### src/rtl/mc_ctrl_pkg.sv
package mc_ctrl_pkg;

  localparam int OP_W    = 6;
  localparam int STATE_W = 4;

  typedef enum logic [STATE_W-1:0] {
    S_FETCH  = 4'd0,
    S_DECODE = 4'd1,
    S_ADDR   = 4'd2,
    S_LDRD   = 4'd3,
    S_LDWB   = 4'd4,
    S_STWR   = 4'd5,
    S_EXEC   = 4'd6,
    S_RWB    = 4'd7,
    S_BEQ    = 4'd8,
    S_JMP    = 4'd9
  } stateT;

  // Strobe bundle from the control word decoder to the top
  typedef struct packed {
    logic       memRdEn;
    logic       memWrEn;
    logic       instLatch;
    logic       pcLoad;
    logic       pcLoadIfEq;
    logic       addrSel;
    logic       rfWrEn;
    logic       rfDstSel;
    logic       rfSrcSel;
    logic       aluASel;
    logic [1:0] aluBSel;
    logic [1:0] aluFunc;
    logic [1:0] pcNextSel;
  } ctrlT;

endpackage

### src/rtl/mc_ctrl_next.sv
module mc_ctrl_next
  import mc_ctrl_pkg::*;
#(
  parameter logic [OP_W-1:0] LOAD_OP  = 6'b100011,
  parameter logic [OP_W-1:0] STORE_OP = 6'b101011,
  parameter logic [OP_W-1:0] RR_OP    = 6'b000000,
  parameter logic [OP_W-1:0] BEQ_OP   = 6'b000100,
  parameter logic [OP_W-1:0] JMP_OP   = 6'b000010
) (
  input  stateT             curState,
  input  logic [OP_W-1:0]   opcode,
  output stateT             nextState
);

  logic isLoad, isStore, isRr, isBeq, isJmp;

  always_comb begin
    isLoad  = (opcode == LOAD_OP);
    isStore = (opcode == STORE_OP);
    isRr    = (opcode == RR_OP);
    isBeq   = (opcode == BEQ_OP);
    isJmp   = (opcode == JMP_OP);
  end

  always_comb begin
    nextState = S_FETCH;
    case (curState)
      S_FETCH:  nextState = S_DECODE;
      S_DECODE: begin
        if (isLoad || isStore) nextState = S_ADDR;
        else if (isRr)         nextState = S_EXEC;
        else if (isBeq)        nextState = S_BEQ;
        else if (isJmp)        nextState = S_JMP;
        else                   nextState = S_FETCH;
      end
      S_ADDR:   nextState = isLoad ? S_LDRD : S_STWR;
      S_LDRD:   nextState = S_LDWB;
      S_EXEC:   nextState = S_RWB;
      default:  nextState = S_FETCH;
    endcase
  end

endmodule

### src/rtl/mc_ctrl_decode.sv
module mc_ctrl_decode
  import mc_ctrl_pkg::*;
(
  input  stateT curState,
  output ctrlT  ctl
);

  always_comb begin
    ctl = '0;
    case (curState)
      S_FETCH: begin
        ctl.memRdEn   = 1'b1;
        ctl.instLatch = 1'b1;
        ctl.pcLoad    = 1'b1;
        ctl.aluBSel   = 2'b01;
      end
      S_DECODE: ctl.aluBSel = 2'b11;
      S_ADDR: begin
        ctl.aluASel = 1'b1;
        ctl.aluBSel = 2'b10;
      end
      S_LDRD: begin
        ctl.memRdEn = 1'b1;
        ctl.addrSel = 1'b1;
      end
      S_LDWB: begin
        ctl.rfWrEn   = 1'b1;
        ctl.rfSrcSel = 1'b1;
      end
      S_STWR: begin
        ctl.memWrEn = 1'b1;
        ctl.addrSel = 1'b1;
      end
      S_EXEC: begin
        ctl.aluASel = 1'b1;
        ctl.aluFunc = 2'b10;
      end
      S_RWB: begin
        ctl.rfWrEn   = 1'b1;
        ctl.rfDstSel = 1'b1;
      end
      S_BEQ: begin
        ctl.aluASel    = 1'b1;
        ctl.aluFunc    = 2'b01;
        ctl.pcLoadIfEq = 1'b1;
        ctl.pcNextSel  = 2'b01;
      end
      S_JMP: begin
        ctl.pcLoad    = 1'b1;
        ctl.pcNextSel = 2'b10;
      end
      default: ctl = '0;
    endcase
  end

endmodule

### src/rtl/mc_ctrl_fsm.sv
module mc_ctrl_fsm
  import mc_ctrl_pkg::*;
#(
  parameter logic [5:0] LOAD_OP  = 6'b100011,
  parameter logic [5:0] STORE_OP = 6'b101011,
  parameter logic [5:0] RR_OP    = 6'b000000,
  parameter logic [5:0] BEQ_OP   = 6'b000100,
  parameter logic [5:0] JMP_OP   = 6'b000010
) (
  input  logic       clk,
  input  logic       rst,
  input  logic [5:0] opcode,
  output logic       memRdEn,
  output logic       memWrEn,
  output logic       instLatch,
  output logic       pcLoad,
  output logic       pcLoadIfEq,
  output logic       addrSel,
  output logic       rfWrEn,
  output logic       rfDstSel,
  output logic       rfSrcSel,
  output logic       aluASel,
  output logic [1:0] aluBSel,
  output logic [1:0] aluFunc,
  output logic [1:0] pcNextSel,
  output logic [3:0] ctrlState
);

  stateT stateReg;
  stateT stateNxt;
  ctrlT  ctl;

  mc_ctrl_next #(
    .LOAD_OP (LOAD_OP),
    .STORE_OP(STORE_OP),
    .RR_OP   (RR_OP),
    .BEQ_OP  (BEQ_OP),
    .JMP_OP  (JMP_OP)
  ) u_next (
    .curState (stateReg),
    .opcode   (opcode),
    .nextState(stateNxt)
  );

  mc_ctrl_decode u_decode (
    .curState(stateReg),
    .ctl     (ctl)
  );

  always_ff @(posedge clk) begin
    if (rst) stateReg <= S_FETCH;
    else     stateReg <= stateNxt;
  end

  assign memRdEn    = ctl.memRdEn;
  assign memWrEn    = ctl.memWrEn;
  assign instLatch  = ctl.instLatch;
  assign pcLoad     = ctl.pcLoad;
  assign pcLoadIfEq = ctl.pcLoadIfEq;
  assign addrSel    = ctl.addrSel;
  assign rfWrEn     = ctl.rfWrEn;
  assign rfDstSel   = ctl.rfDstSel;
  assign rfSrcSel   = ctl.rfSrcSel;
  assign aluASel    = ctl.aluASel;
  assign aluBSel    = ctl.aluBSel;
  assign aluFunc    = ctl.aluFunc;
  assign pcNextSel  = ctl.pcNextSel;
  assign ctrlState  = stateReg;

endmodule

### config.mk
export PLATFORM = sky130hd
export DESIGN_NAME = mc_ctrl_fsm
export DESIGN_NICKNAME = d
export VERILOG_FILES = /design/src/rtl/mc_ctrl_pkg.sv /design/src/rtl/mc_ctrl_next.sv /design/src/rtl/mc_ctrl_decode.sv /design/src/rtl/mc_ctrl_fsm.sv
export SDC_FILE = /design/constraint.sdc
export NUM_CORES = 1
export LEC_CHECK = 0
export CAP_MARGIN = 0
export CORE_AREA = 2 2 39 41
export CTS_CLUSTER_SIZE = 8
export DETAILED_ROUTE_END_ITERATION = 10
export DIE_AREA = 0 0 41 43
export GPL_TIMING_DRIVEN = 1
export PLACE_DENSITY = 0.82
export RECOVER_POWER = 25
export SYNTH_ARGS = -nofsm -noshare
export SYNTH_HDL_FRONTEND = slang
export SYNTH_SLANG_ARGS = --single-unit
### constraint.sdc
create_clock -name clk -period 1.85 [get_ports clk]
set_input_delay 0.185 -clock clk [delete_from_list [all_inputs] [get_ports clk]]
set_output_delay 0.185 -clock clk [all_outputs]
set_load 0.05 [all_outputs]
## Word level (Yosys, flattened, before mapping)

Cells that the tools add are included.

| word-level totals | value |
|---|---|
| bits in registers | 4 |
| bits in latches | 0 |
| RAM bits | 0 |
| memory bits (read-only) | 0 |
| input port bits | 8 |
| logic and storage cells | 41 |
| memories kept | 0 |

| operators by class | value |
|---|---|
| $add $sub $neg | 0 |
| multiply operators | 0 |
| div/mod/pow operators | 0 |
| $lt $le $gt $ge | 0 |
| eq/ne operators | 13 |
| shift operators | 0 |
| mux-type cells | 19 |
| bitwise logic cells | 0 |
| reduce and logical (&&, ||, !) cells | 8 |

Operator list:

| kind | count |
|---|---|
| one-hot mux 4 bit (5 select lines) | 1 |
| == test 4 x 3 -> 1 bit, second input constant | 4 |
| 2-to-1 mux 4 bit | 4 |
| == test 6 bit, second input constant | 2 |
| 2-to-1 mux 1 bit | 10 |
| == test 4 x 2 -> 1 bit, second input constant | 2 |
| == test 4 bit, second input constant | 2 |
| one-hot mux 2 bit (2 select lines) | 2 |
| OR reduction 2 bit | 4 |
| == test 6 x 2 -> 1 bit, second input constant | 1 |
| == test 6 x 3 -> 1 bit, second input constant | 1 |
| logical NOT 6 bit | 1 |
| one-hot mux 2 bit (3 select lines) | 1 |
| == test 4 x 1 -> 1 bit, second input constant | 1 |
| logical NOT 4 bit | 1 |
| 2-to-1 mux 3 bit | 1 |
| OR reduction 3 bit | 1 |
| logical OR 1 bit | 1 |

## Depth between registers and ports, before layout

| depth | value |
|---|---|
| depth after elaboration | 6 |
| gate-level depth with buffers | 6 |
| gate-level depth less buffers | 4 |

## Modules after synthesis

A second synthesis with hierarchy kept.

| unflattened totals | value |
|---|---|
| cell total of the unflattened synthesis | 55 |
| area total of the unflattened synthesis | 435.4 sq um |

Modules (own cells, without submodules):

| module | times used | cells an instance | area an instance (sq um) |
|---|---|---|---|
| mc_ctrl_decode | 1 | 27 | 180.2 |
| mc_ctrl_next | 1 | 20 | 150.1 |
| mc_ctrl_fsm | 1 | 8 | 105.1 |

## Worst setup path before layout

No wires, ideal clock.

| timing | value |
|---|---|
| path kind | register to output |
| from | register stateReg[3] (netlist: ctrlState[3]) |
| to | output port pcNextSel[0] |
| arrival time | 2446 ps |
| slack | -781 ps |
| stages on the path, launching flop included | 5 |
| cell sequence | dfxtp_1 buf_2 nand2_1 nor3_1 buf_4 |

| between the ends | value |
|---|---|
| cells in the longest elaborated chain, start to end | 2 |
| elaborated cells between the ends (all ways) | 3 |
| those cells by class | 2 x eq/ne; 1 x mux |

RTL lines:

| item | RTL line | RTL |
|---|---|---|
| start: declaration | mc_ctrl_fsm.sv:29 | `stateT stateReg;` |
| start signal: assignment | mc_ctrl_fsm.sv:52 | `else stateReg <= stateNxt;` |
| == test 4 bit | mc_ctrl_decode.sv:10 | `case (curState)` |
| one-hot mux 2 bit (2 select lines) * | mc_ctrl_decode.sv:10 |  |
| end: declaration | mc_ctrl_fsm.sv:25 | `output logic [1:0] pcNextSel,` |

Every way passes the cells marked *; elsewhere a longest branch is shown, timed or not.

## Final worst setup path

| timing | value |
|---|---|
| from | register stateReg[2] (netlist: ctrlState[2]) |
| to | output port aluASel |

| between the ends | value |
|---|---|
| cells in the longest elaborated chain, start to end | 3 |
| elaborated cells between the ends (all ways) | 5 |
| those cells by class | 3 x eq/ne; 1 x mux; 1 x reduce/logical |

RTL lines:

| item | RTL line | RTL |
|---|---|---|
| == test 4 x 2 -> 1 bit (tied with other cells) | mc_ctrl_decode.sv:10 |  |
| OR reduction 3 bit (no source line) * | - |  |
| 2-to-1 mux 1 bit * | mc_ctrl_decode.sv:10 |  |
| end: declaration | mc_ctrl_fsm.sv:22 | `output logic aluASel,` |

Marks and branches as above.

==> flow_summary_export.csv <==
group,metric,value,unit
grt,grt_antenna_before_repair,0,
synth,ys_warn_count,0,
synth,yosys.cell_types.count,24,
die,placementRows,14,
synth,syn-mean-instance-area,6.786,µm²
synth,yosys_register_bits,4,
cells_and_area,n_fill_cell,113,
power,switching_power,0.0001206,W
route,routed_wl,1.140,mm
power,clock_power_share,28.6,%
placed_design,finalWeightedCongestion,0.7620,
cts,total_setup_buffers_inserted_after_cts,0,
cts,clock_sinks,4,
placed_design,place.port_buffers,27,
placed_design,placedCellCount,102,
grt,grt_pass1_vias,482,
sta,timing_max_transition_violations_final,0,
cells_and_area,final_layout_size_suffix_gt1_share,48.31,%
worst_setup_path,critPathSlowestCell,"sky130_fd_sc_hd__dfxtp_1",
worst_setup_path,criticalPathCategory,"flop to output pin",
cells_and_area,area_growth,138.4,%
worst_setup_path,timing.critical_path.required,1.66,ns
cells_and_area,mostFrequentLayoutCells,"sky130_fd_sc_hd__buf_12 (17), sky130_fd_sc_hd__clkdlybuf4s50_1 (7), sky130_fd_sc_hd__buf_4 (6)",
cts,clk-insertion-delay-late,0.23,ns
synth,mappedNetlistNets,67,
worst_setup_path,critical_path.max_fanout,10,
die,die-area,1763,µm²
cells_and_area,largest_register_ff_count,4,
power,power_switching_share,33.48,%
sta,final_hold_viol_count,0,
worst_setup_path,cp-start-kind,"flop",
sta,final_period_minus_worst_setup_slack,1.728,ns
worst_setup_path,critPathMaxStageDelay,0.41,ns
grt,grt_start_max_net_pins,13,
placed_design,post-dp-hpwl,1.023,mm
sta,clock-skew-final,0.005181,ns
cts,path_clk_slew,0.03,ns
worst_setup_path,setup.worst_path.end_class,"output pin",
die,core_area,1384,µm²
cells_and_area,mostFrequentLayoutCell,"sky130_fd_sc_hd__buf_12",
cts,cts_buf_count,3,
cts,cts-htree-levels,1,
route,post-route-drc-count,0,
cells_and_area,post_layout_nonfiller_instances,105,
worst_setup_path,crit_path_cell_trace,"inv_1, nand2_1, or2_2, a21oi_4, buf_12",
job,maxCapViolCount,0,
sta,fmax,578.7,MHz
power,leakage_dissipation,0.3549,nW
sta,fin_worst_hold_slack,0.6374,ns
route,number_of_drc_markers_after_the_initial_detailed_route_iteration,4,
synth,mapped_cells,59,
power,power.total,0.0003601,W
die,die_w,41,µm
worst_setup_path,reg2reg_slack,0.42,ns
cts,clk_path_buf_depth,2,
cts,tritoncts,"done",
cells_and_area,antenna-diode-count,0,
sta,setup-tns-final,0,ns
sta,final_min_period_over_clock_period,93.41,%
die,initial_utilization,28.93,%
sta,transition_time_of_the_tightest_slew_check_pin,0.5985,ns
power,seq_power_share,25.3,%
cells_and_area,ff_latch_area,81.33,µm²
route,drtAntennaViolNets,0,
sta,setup-violations-final,0,
synth,ys_seq_area_share,20.00,%
die,die_height,43,µm
grt,grt_first_pass_wirelength,1.980,mm
sta,rsz0062_at_grt,"false",
die,io-pin-count,28,
sta,slew-limit-headroom,60.27,%
cells_and_area,design.final.nets,99,
power,peakVddDrop,0.0004877,V
synth,syn_area,400.4,µm²
route,routed_via_count,502,
worst_hold_path,worst_hold_path_type,"primary input to flop",
status,outcome,"completed",
grt,groute.usage.overall,16.08,%
grt,grt-ovfl-total,0,
worst_setup_path,worst-endpoint-arrival,1.54,ns
placed_design,placed_cell_area,954.7,µm²
route,routedWlPerCell,10.86,µm
power,power-per-cell-area,377.2,nW/µm²
power,combinational_power_share,46.1,%
cts,clk_tree_root_cell,"sky130_fd_sc_hd__clkbuf_4",
route,drt_pre_antenna_iters,4,
cells_and_area,design_area,954.7,µm²
route,vias_per_cell,4.781,
cells_and_area,multi_input_comb_area,360.3,µm²
power,p_int,0.0002395,W
## kinds of logic (layout without fill, tap and decap cells)
kind of cell	Yosys count	count (layout)	synth area share [%]
and+or+nand+nor	36	36	49.37
AOI/OAI and AO/OA	9	9	15.63
buffers and inverters	7	37	8.437
DFF	4	4	20.00
xor gates and xnor gates	3	3	6.564
## final timing paths
check | from | end | cells after the start
worst min register to register | ctrlState[3] | ctrlState[0] | 2
worst max-delay path | ctrlState[2] | aluASel | 5
worst min-delay path | rst | ctrlState[3] | 2
worst max register to register | ctrlState[2] | ctrlState[3] | 4
## metal layers
layer  track usage [%]  part of all wire (%)  vias to the layer above
met3             3.141                   5.7                        0
met4             4.000                     0                        0
met1             18.71                    35                      217
met5                 0                     0                        -
li1                  -                     -                      265
met2             28.13                    59                       20
## area by class of cell
| cell class | count | area share [%] |
|---|---|---|
| repair buffers | 33 | 48.89 |
| multi-input cells | 48 | 37.75 |
| flip-flops and latches | 4 | 8.519 |
| clock buffers | 3 | 2.359 |
| well taps | 16 | 2.097 |
| inverters | 1 | 0.3932 |
## synth_stat cells
master                     number  area (µm²)
sky130_fd_sc_hd__or4_1          1       7.510
sky130_fd_sc_hd__nand3_1        1       5.000
sky130_fd_sc_hd__nand2b_1       5       31.28
sky130_fd_sc_hd__nor2b_1        2       12.51
sky130_fd_sc_hd__nor2_1         9       33.78
sky130_fd_sc_hd__a31oi_1        1       6.260
sky130_fd_sc_hd__a21oi_1        4       20.02
sky130_fd_sc_hd__o21ai_2        1       8.760
sky130_fd_sc_hd__buf_1          2       7.510
sky130_fd_sc_hd__nor4_4         1       21.27
sky130_fd_sc_hd__a2111o_1       1       11.26
sky130_fd_sc_hd__dfxtp_1        4       80.08
sky130_fd_sc_hd__xor2_1         1       8.760
sky130_fd_sc_hd__nor4_1         2       12.51
sky130_fd_sc_hd__inv_1          1       3.750
sky130_fd_sc_hd__o31ai_1        1       7.510
sky130_fd_sc_hd__or2_2          2       12.51
sky130_fd_sc_hd__a211o_1        1       8.760
sky130_fd_sc_hd__nand2_1        5       18.77
sky130_fd_sc_hd__buf_2          3       15.01
sky130_fd_sc_hd__buf_4          1       7.510
sky130_fd_sc_hd__xnor2_1        2       17.52
sky130_fd_sc_hd__nor3_1         7       35.03
sky130_fd_sc_hd__nor3b_1        1       7.510
## power groups by stage
stage	registers, W	logic, W	clock network [W]
2_1_floorplan	0.000100	0.0000761	0
3_3_place_gp	0.0000925	0.000165	0
3_5_place_dp	0.0000925	0.000168	0
4_1_cts	0.0000911	0.000168	0.000108
5_1_grt	0.0000916	0.000176	0.000113
6_report	0.0000911	0.000166	0.000103
## critical path, delay by kind of cell (launching register included)
kind / cells / cell delay, ns
flip-flops: 1 / 0.41
AO/OA/AOI/OAI: 1 / 0.17
AND/OR/NAND/NOR: 2 / 0.46
buffers and inverters: 2 / 0.28
## metrics by stage
step	setup slack, ns	util (%)
finish	0.1219	68.99
global route	0.004377	68.99
CTS	0.05512	70.61
detailed placement	0.04652	68.99
global placement	0.1172	68.99
floorplan	-0.3147	-
## timing repair
item / CTS / global route
resized for setup: 0 / 1
hold buffers: 0 / 0
endpoints found under the setup margin: 0 / 1
No activity file was read; power rests on OpenSTA's default activity.
